<file path="config.mk">
export PLATFORM = sky130hd
export DESIGN_NAME = acc_datapath
export DESIGN_NICKNAME = d
export VERILOG_FILES = /design/src/rtl/acc_dp_pkg.sv /design/src/rtl/acc_dp_rst_sync.sv /design/src/rtl/acc_dp_alu.sv /design/src/rtl/acc_dp_addr.sv /design/src/rtl/acc_datapath.sv
export SDC_FILE = /design/constraint.sdc
export NUM_CORES = 1
export LEC_CHECK = 0
export BUFFER_PORTS_ARGS = -buffer_cell sky130_fd_sc_hd__buf_2
export CAP_MARGIN = 40
export CORE_ASPECT_RATIO = 2
export CORE_UTILIZATION = 28
export DETAILED_ROUTE_END_ITERATION = 10
export PLACE_DENSITY = 0.42
export SYNTH_ARGS = -nofsm -noshare
export SYNTH_HDL_FRONTEND = slang
export SYNTH_SLANG_ARGS = --single-unit
</file>
<file path="constraint.sdc">
create_clock -name clk -period 2.69 [get_ports clk]
set_input_delay 0.538 -clock clk [delete_from_list [all_inputs] [get_ports clk]]
set_output_delay 0.538 -clock clk [all_outputs]
set_load 0.05 [all_outputs]
</file>
<file path="src/rtl/acc_dp_pkg.sv">
package acc_dp_pkg;

  localparam int unsigned CTRL_W = 32;
  localparam int unsigned ALU_W  = 4;

  // Control word bit positions; the sequencer relies on these.
  localparam int unsigned CB_PC_CLR  = 8;
  localparam int unsigned CB_PC_INC  = 9;
  localparam int unsigned CB_PC_LD   = 10;
  localparam int unsigned CB_ACC_CLR = 11;
  localparam int unsigned CB_ALU_LO  = 12;
  localparam int unsigned CB_MEM_RD  = 16;
  localparam int unsigned CB_MEM_WR  = 17;
  localparam int unsigned CB_MAR_MBR = 18;
  localparam int unsigned CB_MAR_PC  = 19;
  localparam int unsigned CB_MBR_ACC = 20;
  localparam int unsigned CB_IR_LD   = 21;
  localparam int unsigned CB_BR_LD   = 22;

  typedef enum logic [ALU_W-1:0] {
    ALU_ADD = 4'd3,
    ALU_SUB = 4'd4,
    ALU_AND = 4'd6,
    ALU_OR  = 4'd7,
    ALU_NOT = 4'd8,
    ALU_SHR = 4'd9,
    ALU_SHL = 4'd10,
    ALU_MUL = 4'd11
  } alu_op_e;

  typedef struct packed {
    logic             pc_clr;
    logic             pc_inc;
    logic             pc_ld;
    logic             acc_clr;
    logic [ALU_W-1:0] alu;
    logic             mem_rd;
    logic             mem_wr;
    logic             mar_mbr;
    logic             mar_pc;
    logic             mbr_acc;
    logic             ir_ld;
    logic             br_ld;
  } ctrl_s;

  function automatic ctrl_s decode_ctrl(input logic [CTRL_W-1:0] w);
    ctrl_s c;
    c.pc_clr  = w[CB_PC_CLR];
    c.pc_inc  = w[CB_PC_INC];
    c.pc_ld   = w[CB_PC_LD];
    c.acc_clr = w[CB_ACC_CLR];
    c.alu     = w[CB_ALU_LO +: ALU_W];
    c.mem_rd  = w[CB_MEM_RD];
    c.mem_wr  = w[CB_MEM_WR];
    c.mar_mbr = w[CB_MAR_MBR];
    c.mar_pc  = w[CB_MAR_PC];
    c.mbr_acc = w[CB_MBR_ACC];
    c.ir_ld   = w[CB_IR_LD];
    c.br_ld   = w[CB_BR_LD];
    return c;
  endfunction

endpackage

</file>
<file path="src/rtl/acc_dp_rst_sync.sv">
module acc_dp_rst_sync #(
  parameter int unsigned STAGES = 2
) (
  input  logic clk,
  input  logic arst_n,
  output logic srst_n
);
  logic [STAGES-1:0] sh_q;
  logic [STAGES-1:0] sh_d;

  always_comb begin
    sh_d = {sh_q[STAGES-2:0], 1'b1};
  end

  always_ff @(posedge clk or negedge arst_n) begin
    if (!arst_n) sh_q <= '0;
    else         sh_q <= sh_d;
  end

  assign srst_n = sh_q[STAGES-1];
endmodule

</file>
<file path="src/rtl/acc_dp_alu.sv">
module acc_dp_alu
  import acc_dp_pkg::*;
#(
  parameter int unsigned DATA_W = 16
) (
  input  logic [ALU_W-1:0]  op,
  input  logic [DATA_W-1:0] a,
  input  logic [DATA_W-1:0] b,
  output logic [DATA_W-1:0] y,
  output logic              valid
);
  always_comb begin
    y     = a;
    valid = 1'b1;
    case (op)
      ALU_ADD: y = a + b;
      ALU_SUB: y = a - b;
      ALU_AND: y = a & b;
      ALU_OR:  y = a | b;
      ALU_NOT: y = ~a;
      ALU_SHR: y = {1'b0, a[DATA_W-1:1]};
      ALU_SHL: y = {a[DATA_W-2:0], 1'b0};
      ALU_MUL: y = a * b;
      default: valid = 1'b0;
    endcase
  end
endmodule

</file>
<file path="src/rtl/acc_dp_addr.sv">
module acc_dp_addr #(
  parameter int unsigned ADDR_W = 8
) (
  input  logic              clk,
  input  logic              rst_n,
  input  logic              pc_clr,
  input  logic              pc_inc,
  input  logic              pc_ld,
  input  logic [ADDR_W-1:0] ld_val,
  input  logic              mar_pc,
  input  logic              mar_mbr,
  input  logic [ADDR_W-1:0] mar_val,
  output logic [ADDR_W-1:0] pc_o,
  output logic [ADDR_W-1:0] mar_o
);
  logic [ADDR_W-1:0] pc_q, pc_d, mar_q, mar_d;
  logic              pc_en, mar_en;

  always_comb begin
    pc_en = pc_clr | pc_ld | pc_inc;
    if (pc_clr)     pc_d = '0;
    else if (pc_ld) pc_d = ld_val;
    else            pc_d = pc_q + 1'b1;

    mar_en = mar_pc | mar_mbr;
    mar_d  = mar_mbr ? mar_val : pc_q;
  end

  always_ff @(posedge clk or negedge rst_n) begin
    if (!rst_n) begin
      pc_q  <= '0;
      mar_q <= '0;
    end else begin
      if (pc_en)  pc_q  <= pc_d;
      if (mar_en) mar_q <= mar_d;
    end
  end

  assign pc_o  = pc_q;
  assign mar_o = mar_q;

  p_pc_clear_r2: assert property (@(posedge clk) disable iff (!rst_n)
    pc_clr |=> pc_q == '0);
  p_pc_load_r2: assert property (@(posedge clk) disable iff (!rst_n)
    (pc_ld && !pc_clr) |=> pc_q == $past(ld_val));
  p_pc_inc_r2: assert property (@(posedge clk) disable iff (!rst_n)
    (pc_inc && !pc_ld && !pc_clr) |=> pc_q == $past(pc_q) + 1'b1);
  p_mar_mbr_wins_r3: assert property (@(posedge clk) disable iff (!rst_n)
    mar_mbr |=> mar_q == $past(mar_val));
endmodule

</file>
<file path="src/rtl/acc_datapath.sv">
module acc_datapath
  import acc_dp_pkg::*;
#(
  parameter int unsigned DATA_W   = 16,
  parameter int unsigned ADDR_W   = 8,
  parameter int unsigned OP_W     = 8,
  parameter int unsigned RST_SYNC = 2
) (
  input  logic              clk,
  input  logic              rst_n,
  input  logic [CTRL_W-1:0] ctrl_word,
  input  logic [DATA_W-1:0] mem_rdata,
  output logic [ADDR_W-1:0] mem_addr,
  output logic [DATA_W-1:0] mem_wdata,
  output logic              mem_we,
  output logic [OP_W-1:0]   opcode,
  output logic              acc_pos
);
  localparam int unsigned OP_LO = DATA_W - OP_W;

  ctrl_s c;
  logic  rst_s_n;

  logic [DATA_W-1:0] mbr_q, mbr_d, br_q, acc_q, acc_d, alu_b, alu_y;
  logic [OP_W-1:0]   ir_q;
  logic [ADDR_W-1:0] pc_w, mar_w;
  logic              mbr_en, acc_en, alu_valid;
  logic              unused_ctrl;
  logic [ADDR_W-1:0] unused_pc;

  assign c           = decode_ctrl(ctrl_word);
  assign unused_ctrl = ^{ctrl_word[CB_PC_CLR-1:0], ctrl_word[CTRL_W-1:CB_BR_LD+1]};
  assign unused_pc   = pc_w;

  acc_dp_rst_sync #(.STAGES(RST_SYNC)) u_rst (
    .clk    (clk),
    .arst_n (rst_n),
    .srst_n (rst_s_n)
  );

  acc_dp_addr #(.ADDR_W(ADDR_W)) u_addr (
    .clk     (clk),
    .rst_n   (rst_s_n),
    .pc_clr  (c.pc_clr),
    .pc_inc  (c.pc_inc),
    .pc_ld   (c.pc_ld),
    .ld_val  (mbr_q[ADDR_W-1:0]),
    .mar_pc  (c.mar_pc),
    .mar_mbr (c.mar_mbr),
    .mar_val (mbr_q[ADDR_W-1:0]),
    .pc_o    (pc_w),
    .mar_o   (mar_w)
  );

  acc_dp_alu #(.DATA_W(DATA_W)) u_alu (
    .op    (c.alu),
    .a     (acc_q),
    .b     (alu_b),
    .y     (alu_y),
    .valid (alu_valid)
  );

  always_comb begin
    mbr_en = c.mem_rd | c.mbr_acc;
    mbr_d  = c.mem_rd ? mem_rdata : acc_q;
    alu_b  = c.br_ld ? mbr_q : br_q;
    acc_en = c.acc_clr | alu_valid;
    acc_d  = c.acc_clr ? '0 : alu_y;
  end

  always_ff @(posedge clk or negedge rst_s_n) begin
    if (!rst_s_n) begin
      mbr_q <= '0;
      br_q  <= '0;
      ir_q  <= '0;
      acc_q <= '0;
    end else begin
      if (mbr_en)  mbr_q <= mbr_d;
      if (c.br_ld) br_q  <= mbr_q;
      if (c.ir_ld) ir_q  <= mbr_q[DATA_W-1:OP_LO];
      if (acc_en)  acc_q <= acc_d;
    end
  end

  assign mem_addr  = mar_w;
  assign mem_wdata = mbr_q;
  assign mem_we    = c.mem_wr;
  assign opcode    = ir_q;
  assign acc_pos   = ~acc_q[DATA_W-1] & (|acc_q);

  p_mbr_read_r4: assert property (@(posedge clk) disable iff (!rst_s_n)
    c.mem_rd |=> mbr_q == $past(mem_rdata));
  p_ir_load_r6: assert property (@(posedge clk) disable iff (!rst_s_n)
    c.ir_ld |=> opcode == $past(mbr_q[DATA_W-1:OP_LO]));
  p_shl_zero_fill_r10: assert property (@(posedge clk) disable iff (!rst_s_n)
    (c.alu == ALU_SHL) |=> acc_q[0] == 1'b0);
  p_acc_hold_r11: assert property (@(posedge clk) disable iff (!rst_s_n)
    (!c.acc_clr && !alu_valid) |=> $stable(acc_q));
  p_acc_clear_r12: assert property (@(posedge clk) disable iff (!rst_s_n)
    c.acc_clr |=> (acc_q == '0 && !acc_pos));
endmodule

</file>
==> results of run 1 <==
-- worst reg2reg max path: cells and delay by family, from the launching register on --
family | cells | cell delay (ps)
AO/OA/AOI/OAI | 5 | 1060
adder cells (fa/ha/maj) | 7 | 2810
flip-flops | 1 | 450
buffers and inverters | 5 | 410
multiplexers | 1 | 160
XOR/XNOR | 1 | 160
AND/OR/NAND/NOR | 3 | 590
-- worst min-delay path by stage --
stage / slack (ps) / startpoint / to
2_1_floorplan: 240 / rst_n / u_rst.sh_q[0]
3_3_place_gp: 320 / rst_n / u_rst.sh_q[0]
3_5_place_dp: 210 / u_rst.sh_q[1] / opcode[2]
4_1_cts: 220 / u_rst.sh_q[1] / opcode[1]
5_1_grt: 230 / u_rst.sh_q[1] / opcode[2]
6_report: 210 / u_rst.sh_q[1] / opcode[2]
-- placed cells by master, fill, tap and decap left out, types with 4 or more instances in the layout --
master / synthesis / layout
buf_4: 1 / 200
nand2_1: 128 / 121
inv_1: 120 / 104
fa_1: 81 / 75
dfrtp_1: 74 / 70
nor2_1: 68 / 64
buf_2: 0 / 63
o21ai_0: 73 / 59
a21oi_1: 52 / 44
and2_1: 56 / 44
ha_1: 68 / 43
xnor2_1: 47 / 42
mux2i_1: 30 / 29
xor2_1: 24 / 23
ha_4: 0 / 22
inv_2: 4 / 18
buf_6: 1 / 16
nor3_1: 17 / 15
and2_4: 0 / 12
nand3_1: 10 / 10
o21ai_1: 2 / 10
mux2_4: 7 / 9
mux2_2: 11 / 9
clkbuf_16: 0 / 9
maj3_1: 7 / 7
nand2b_1: 6 / 6
a21o_1: 6 / 6
a211oi_1: 6 / 6
a21oi_2: 0 / 6
fa_2: 0 / 6
buf_12: 0 / 6
a22oi_1: 5 / 5
nor2b_1: 4 / 4
nand2_2: 0 / 4
nor4_1: 5 / 4
or3_1: 6 / 4
o21ai_2: 0 / 4
-- synthesized netlist by cell type (4+ instances only) --
cell,count,share of area
or3_1,6,0.0042
ha_1,68,0.094
o21ai_0,73,0.041
nand2b_1,6,0.0042
a21o_1,6,0.0050
xnor2_1,47,0.046
fa_1,81,0.18
nor4_1,5,0.0035
a221oi_1,7,0.0068
nor2b_1,4,0.0028
a22oi_1,5,0.0042
a21oi_1,52,0.029
nor2_1,68,0.028
xor2_1,24,0.023
mux2_2,11,0.014
mux2_4,7,0.012
and2_1,56,0.039
dfrtp_1,74,0.21
inv_2,4,0.0017
clkbuf_1,57,0.024
maj3_1,7,0.0078
inv_1,120,0.050
o41ai_1,4,0.0039
nand3_1,10,0.0056
mux2i_1,30,0.033
nand2_1,128,0.053
nor3_1,17,0.0094
a211oi_1,6,0.0050
-- layer usage --
layer | routed length (µm) | vias up
li1 | - | 3892
met1 | 11200 | 4054
met2 | 20200 | 177
met3 | 888 | 99
met4 | 2550 | 0
met5 | 0 | -
-- metrics by stage --
step / std cells / hold WS (ps)
CTS: 1704 / 220
detailed placement: 1671 / 211
finish: 1707 / 207
global route: 1707 / 234
floorplan: 1044 / 242
global placement: 1670 / 323
-- flip-flops by register name, summed over array words and instances, names as in the netlist --
register,count
acc_q,16
br_q,16
u_rst.sh_q,2
mem_wdata,16
u_addr.pc_o,8
opcode,8
u_addr.mar_o,8
-- logic make-up after synthesis --
family                   synth area share
multiplexers                       0.0675
buffers and inverters              0.0808
other                            0.000416
XOR/XNOR                           0.0715
flip-flops                          0.206
AND/OR/NAND/NOR                     0.162
AO/OA/AOI/OAI                       0.130
adder cells (fa/ha/maj)             0.282
-- power breakdown --
group | leakage, nW | switching (W) | internal [W]
logic | 4.75 | 0.00872 | 0.00763
registers | 0.933 | 0.000303 | 0.00135
clock network | 0.135 | 0.000555 | 0.000641
-- layout make-up --
| class | instances | share of cell area |
|---|---|---|
| well taps | 423 | 0.0426 |
| flip-flops and latches | 74 | 0.150 |
| repair buffers | 287 | 0.174 |
| clock inverters | 7 | 0.00494 |
| multi-input cells | 782 | 0.573 |
| inverters | 125 | 0.0384 |
| clock buffers | 9 | 0.0181 |
-- repair_timing --
item                       in CTS  in global routing
setup endpoints to repair      14                 14
pin swaps                      64                 41
hold buffers                    1                  0
cloned                          0                  0
resized for setup             100                 33
hold endpoints to repair        2                  0
setup buffers                  19                  4
==> results.cfg, run 1 <==
[run_status]
outcome = finished with violations
violations = negative setup slack

[sta]
fin_skew_ps = 10.8
fmaxAchievable_ghz = 0.173
period_share = 2.15
slew_headroom = 0.557
grt_setup_unrepaired = yes
finalSetupViolations = 13
hold_violations = 0
period_needed_ps = 5770
worst_slack_ps = -3080
finalMaxSlewViolations = 0
worst_pin_slew_ps = 662
setup-tns-final_ps = -29800

[logic_synthesis]
synth_cells = 1044
yosys_warnings = 0
syn_nets = 1243
syn_area_um2 = 9010
synth-edff-count = 0
avgSynthCellArea_um2 = 8.63
synth_cell_types = 68
synth_seq_area_share = 0.206
dominantRegCellSynth = dfrtp_1
async_flop_share = 1.00
yosys_register_bits = 74

[placed_design]
io_buffer_count = 64
placed_area_um2 = 11300
dp_hpwl_um = 28900
gp_congestion = 0.909
pre_cts_ws_ps = -3680

[critical_path]
cp-endpoint = acc_q[14]
critical_path_class = in -> reg
end_kind = register
cpMostUsedCell = fa_1
r2r_slack_ps = -3050
max_stage_delay_ps = 560
crit_chain = buf_12 -> buf_12 -> mux2i_4 -> inv_2 -> buf_12 -> buf_6 -> and2_4 -> fa_1 -> fa_1 -> ha_2 -> fa_1 -> inv_1 -> fa_1 -> fa_1 -> inv_2 -> ha_4 -> or3_4 -> o21ai_4 -> nor3_2 -> a311o_1 -> o41ai_2 -> xnor2_2 -> a211oi_2 -> o21ai_1
cp_top_family = adder cells
ff2ff_path_depth = 22
crit_start = ctrl_word[22]
cp_num_buf_inv = 7
path_max_fanout = 7
slowest_stage = fa_1
r2r_end = acc_q[14]
worstSetupPathDepth = 24
r2r_start = mem_wdata[6]
arrival_ps = 6010
startpoint_type = input pin
crit_required_ps = 2930

[final_layout]
diodes = 0
syn2layout_area_growth_pct = 37.8
fin_util = 0.394
final_area_um2 = 12400
nets = 1478
drive_gt1_frac = 0.349
seq_area_um2 = 1860
multi_input_area_um2 = 7110
fill_cells = 3303

[routing]
routedWlPerCell_um = 20.4
wl_um = 34800
via_count = 8222
drt_iter0_markers = 359
first_pass_iters = 4
route.detailed.drc = 0
postRouteAntennaNets = 0
routed_via_density = 4.82

[global_routing]
grt_pass1_wl_um = 52700
antenna_found_initial = 0
grtUsageTotal = 0.221
gr-usage-met3 = 0.0249
grt_use_met1 = 0.200
overflow = 0
grt_busiest_layer = met2
grt_max_degree = 57
grt_use_met2 = 0.438
grt_pass1_vias = 9027

[floorplan]
core_area_um2 = 31500
ios = 84
start_util = 0.286
dieWidth_um = 129
design.die.area_um2 = 32900
fp-row-count = 92
die_h_um = 256

[clocking]
tritoncts = built
clk_latency_ps = 360
htree_levels = 3
cts_made_buffers = 9
cts_buffer_depth = 2
clkTransAtPathRegs_ps = 60
root_buffer = clkbuf_16
clock_sinks = 74

[pwr]
power_w = 0.0192
leakage_nw = 5.81
p_per_area_nw_per_um2 = 1550
worst_ir_drop_vdd_uv = 1010

[min_path]
hold_class = reg -> async

[job]
maxCapViolations = 0
Power figures use the tool's default switching activity.
==> inputs of run 2 (changes only) <==
--- a/config.mk
+++ b/config.mk
@@ -13,4 +13,5 @@
 export PLACE_DENSITY = 0.42
 export SYNTH_ARGS = -nofsm -noshare
 export SYNTH_HDL_FRONTEND = slang
+export SYNTH_HIERARCHICAL = 1
 export SYNTH_SLANG_ARGS = --single-unit
==> results.cfg, run 2 <==
[clocking]
htree_levels = 3
root_buffer = clkbuf_16
cts_buffer_depth = 2
clk_latency_ps = 360
clock_sinks = 74
clkTransAtPathRegs_ps = 70
tritoncts = built
cts_made_buffers = 9

[routing]
highest_layer = met4
wl_met3_um = 819
wl_met2_um = 20200
via_count = 8288
routed_via_density = 4.91
postRouteAntennaNets = 0
route.detailed.drc = 0
routedWlPerCell_um = 20.4
drt_iter0_markers = 430
wl_um = 34500
wl_met1_um = 11800
first_pass_iters = 5

[logic_synthesis]
synth_cell_types = 69
syn_area_um2 = 9240
synth_most_common_cell = inv_1
async_flop_share = 1.00
dominantRegCellSynth = dfrtp_1
synth_xor_area_frac = 0.0663
synth_seq_area_share = 0.200
synthSimpleGateAreaFrac = 0.153
synth_cells = 1049
yosys_warnings = 6
synth_top_family_by_area = adder cells
synth-edff-count = 0
synth_top_area_cell = dfrtp_1
muxShareOfSynthArea = 0.0898
yosys_register_bits = 74
synth_adder_area_share = 0.276
avgSynthCellArea_um2 = 8.81
synth_compound_area_frac = 0.124
syn_nets = 1248
netlist.area_leader.share = 0.200
synth_common_cells = inv_1, nand2_1, fa_1
synth_area_leaders = dfrtp_1, fa_1, ha_1, inv_1, nand2_1

[floorplan]
core_area_um2 = 32300
start_util = 0.286
ios = 84
dieWidth_um = 130
design.die.area_um2 = 33800
die_h_um = 259
fp-row-count = 93

[pwr]
power_w = 0.00612
worst_ir_drop_vdd_uv = 494
leakage_nw = 5.86
p_per_area_nw_per_um2 = 487

[critical_path]
cp_num_buf_inv = 4
crit_chain = mux2_4 -> and2_4 -> fa_1 -> inv_1 -> fa_1 -> fa_1 -> fa_1 -> inv_1 -> fa_1 -> inv_1 -> fa_1 -> inv_2 -> ha_4 -> and3_4 -> a21oi_4 -> nand3b_2 -> xor2_1 -> mux4_2 -> a222oi_1 -> o21ai_1 -> mux2i_1 -> nor2_1
max_stage_delay_ps = 560
r2r_slack_ps = -3370
cpMostUsedCell = fa_1
slowest_stage = fa_1
path_max_fanout = 5
crit_required_ps = 2930
end_kind = register
cp_top_family = adder cells
r2r_end = acc_q[12]
startpoint_type = register
r2r_start = mem_wdata[4]
critical_path_class = reg -> reg
arrival_ps = 6300
ff2ff_path_depth = 22

[sta]
period_share = 2.25
worst_pin_slew_ps = 617
slew_headroom = 0.578
holdWs_ps = 351
fmaxAchievable_ghz = 0.165
fin_skew_ps = 9.59
hold_violations = 0
worst_slack_ps = -3370
finalMaxSlewViolations = 0
grt_setup_unrepaired = yes
period_needed_ps = 6060
finalSetupViolations = 15

[final_layout]
seq_area_um2 = 1860
layout_common_cells = buf_4, nand2_1, inv_1
drive_gt1_frac = 0.352
nets = 1456
stdcell_count = 1689
final_common_cell = buf_4
syn2layout_area_growth_pct = 36.1
fill_cells = 3344
multi_input_area_um2 = 7240
diodes = 0

[global_routing]
grtUsageTotal = 0.217
grt_max_degree = 73
grt_pass1_vias = 9045
overflow = 0
antenna_found_initial = 0
grt_pass1_wl_um = 53100

[placed_design]
dp.cells = 1657
gp_congestion = 0.893
io_buffer_count = 64
dp_hpwl_um = 28400
pre_cts_ws_ps = -3880

[run_status]
violations = negative setup slack
outcome = finished with violations

[job]
maxCapViolations = 0

[min_path]
hold_class = reg -> async
[run 2: changes by cell type after synthesis, moves of 8 or more]
cell and change:
a222oi_1 +9, o21ai_1 +16, mux2i_1 +12, inv_1 +12
a21oi_1 -11, clkbuf_1 -16, buf_2 +8, nand2_1 -8
o21ai_0 -23
[run 2: final cells by class]
class	instances	share of cell area
clock buffers	10	0.0182
clock inverters	6	0.0109
inverters	134	0.0404
multi-input cells	777	0.576
flip-flops and latches	74	0.148
well taps	427	0.0425
repair buffers	261	0.164
[run 2: layer usage]
| layer | up-vias | track usage |
|---|---|---|
| met5 | - | 0 |
| li1 | 3878 | - |
| met2 | 197 | 0.438 |
| met3 | 69 | 0.0194 |
| met4 | 0 | 0.103 |
| met1 | 4144 | 0.212 |
[run 2: cells by family after synthesis]
group | Yosys count
AOI/OAI and AO/OA | 179
and+or+nand+nor | 299
buffers and inverters | 198
other | 1
DFF | 74
xor gates and xnor gates | 70
muxes | 71
adders and majority gates | 157
[run 2: report_power, final]
group	internal (W)	switching, W	leakage [nW]
combinational	0.00147	0.00177	4.73
sequential	0.00122	0.0000979	0.948
clock	0.00101	0.000550	0.177
total	0.00370	0.00242	5.86
[run 2: worst register-to-register path, cell delays in order, from the launching register on]
cell and delay [ps]:
dfrtp_2 450, mux2_4 300, and2_4 150, fa_1 560, inv_1 60, fa_1 500, fa_1 430, fa_1 500
inv_1 50, fa_1 500, inv_1 50, fa_1 500, inv_2 50, ha_4 260, and3_4 180, a21oi_4 120
nand3b_2 90, xor2_1 160, mux4_2 470, a222oi_1 280, o21ai_1 110, mux2i_1 140, nor2_1 50
[run 2: worst max path at each step]
stage | cells after the start | start | to | slack (ps)
after CTS | 22 | mem_wdata[4] | acc_q[12] | -3400
after floorplan | 25 | ctrl_word[22] | acc_q[12] | -3590
after global placement | 25 | ctrl_word[22] | acc_q[12] | -3860
after detailed placement | 25 | ctrl_word[22] | acc_q[12] | -3880
after global routing | 22 | mem_wdata[4] | acc_q[12] | -3580
final | 22 | mem_wdata[4] | acc_q[12] | -3370
[run 2: repair_timing]
item                       in CTS  in global routing
resized for setup             122                 32
hold endpoints to repair        2                  0
pin swaps                      76                 51
hold buffers                    1                  0
setup endpoints to repair      15                 15
buffers inserted               15                  3
gates cloned                    0                  0
[run 2: metrics by stage]
stage               utilization  TNS, ps  instance area, µm²
floorplan                     -   -32450                9520
global placement          0.354   -42330               11400
detailed placement        0.354   -42520               11400
CTS                       0.384   -34040               12400
global route              0.389   -36610               12600
finish                    0.389   -33900               12600
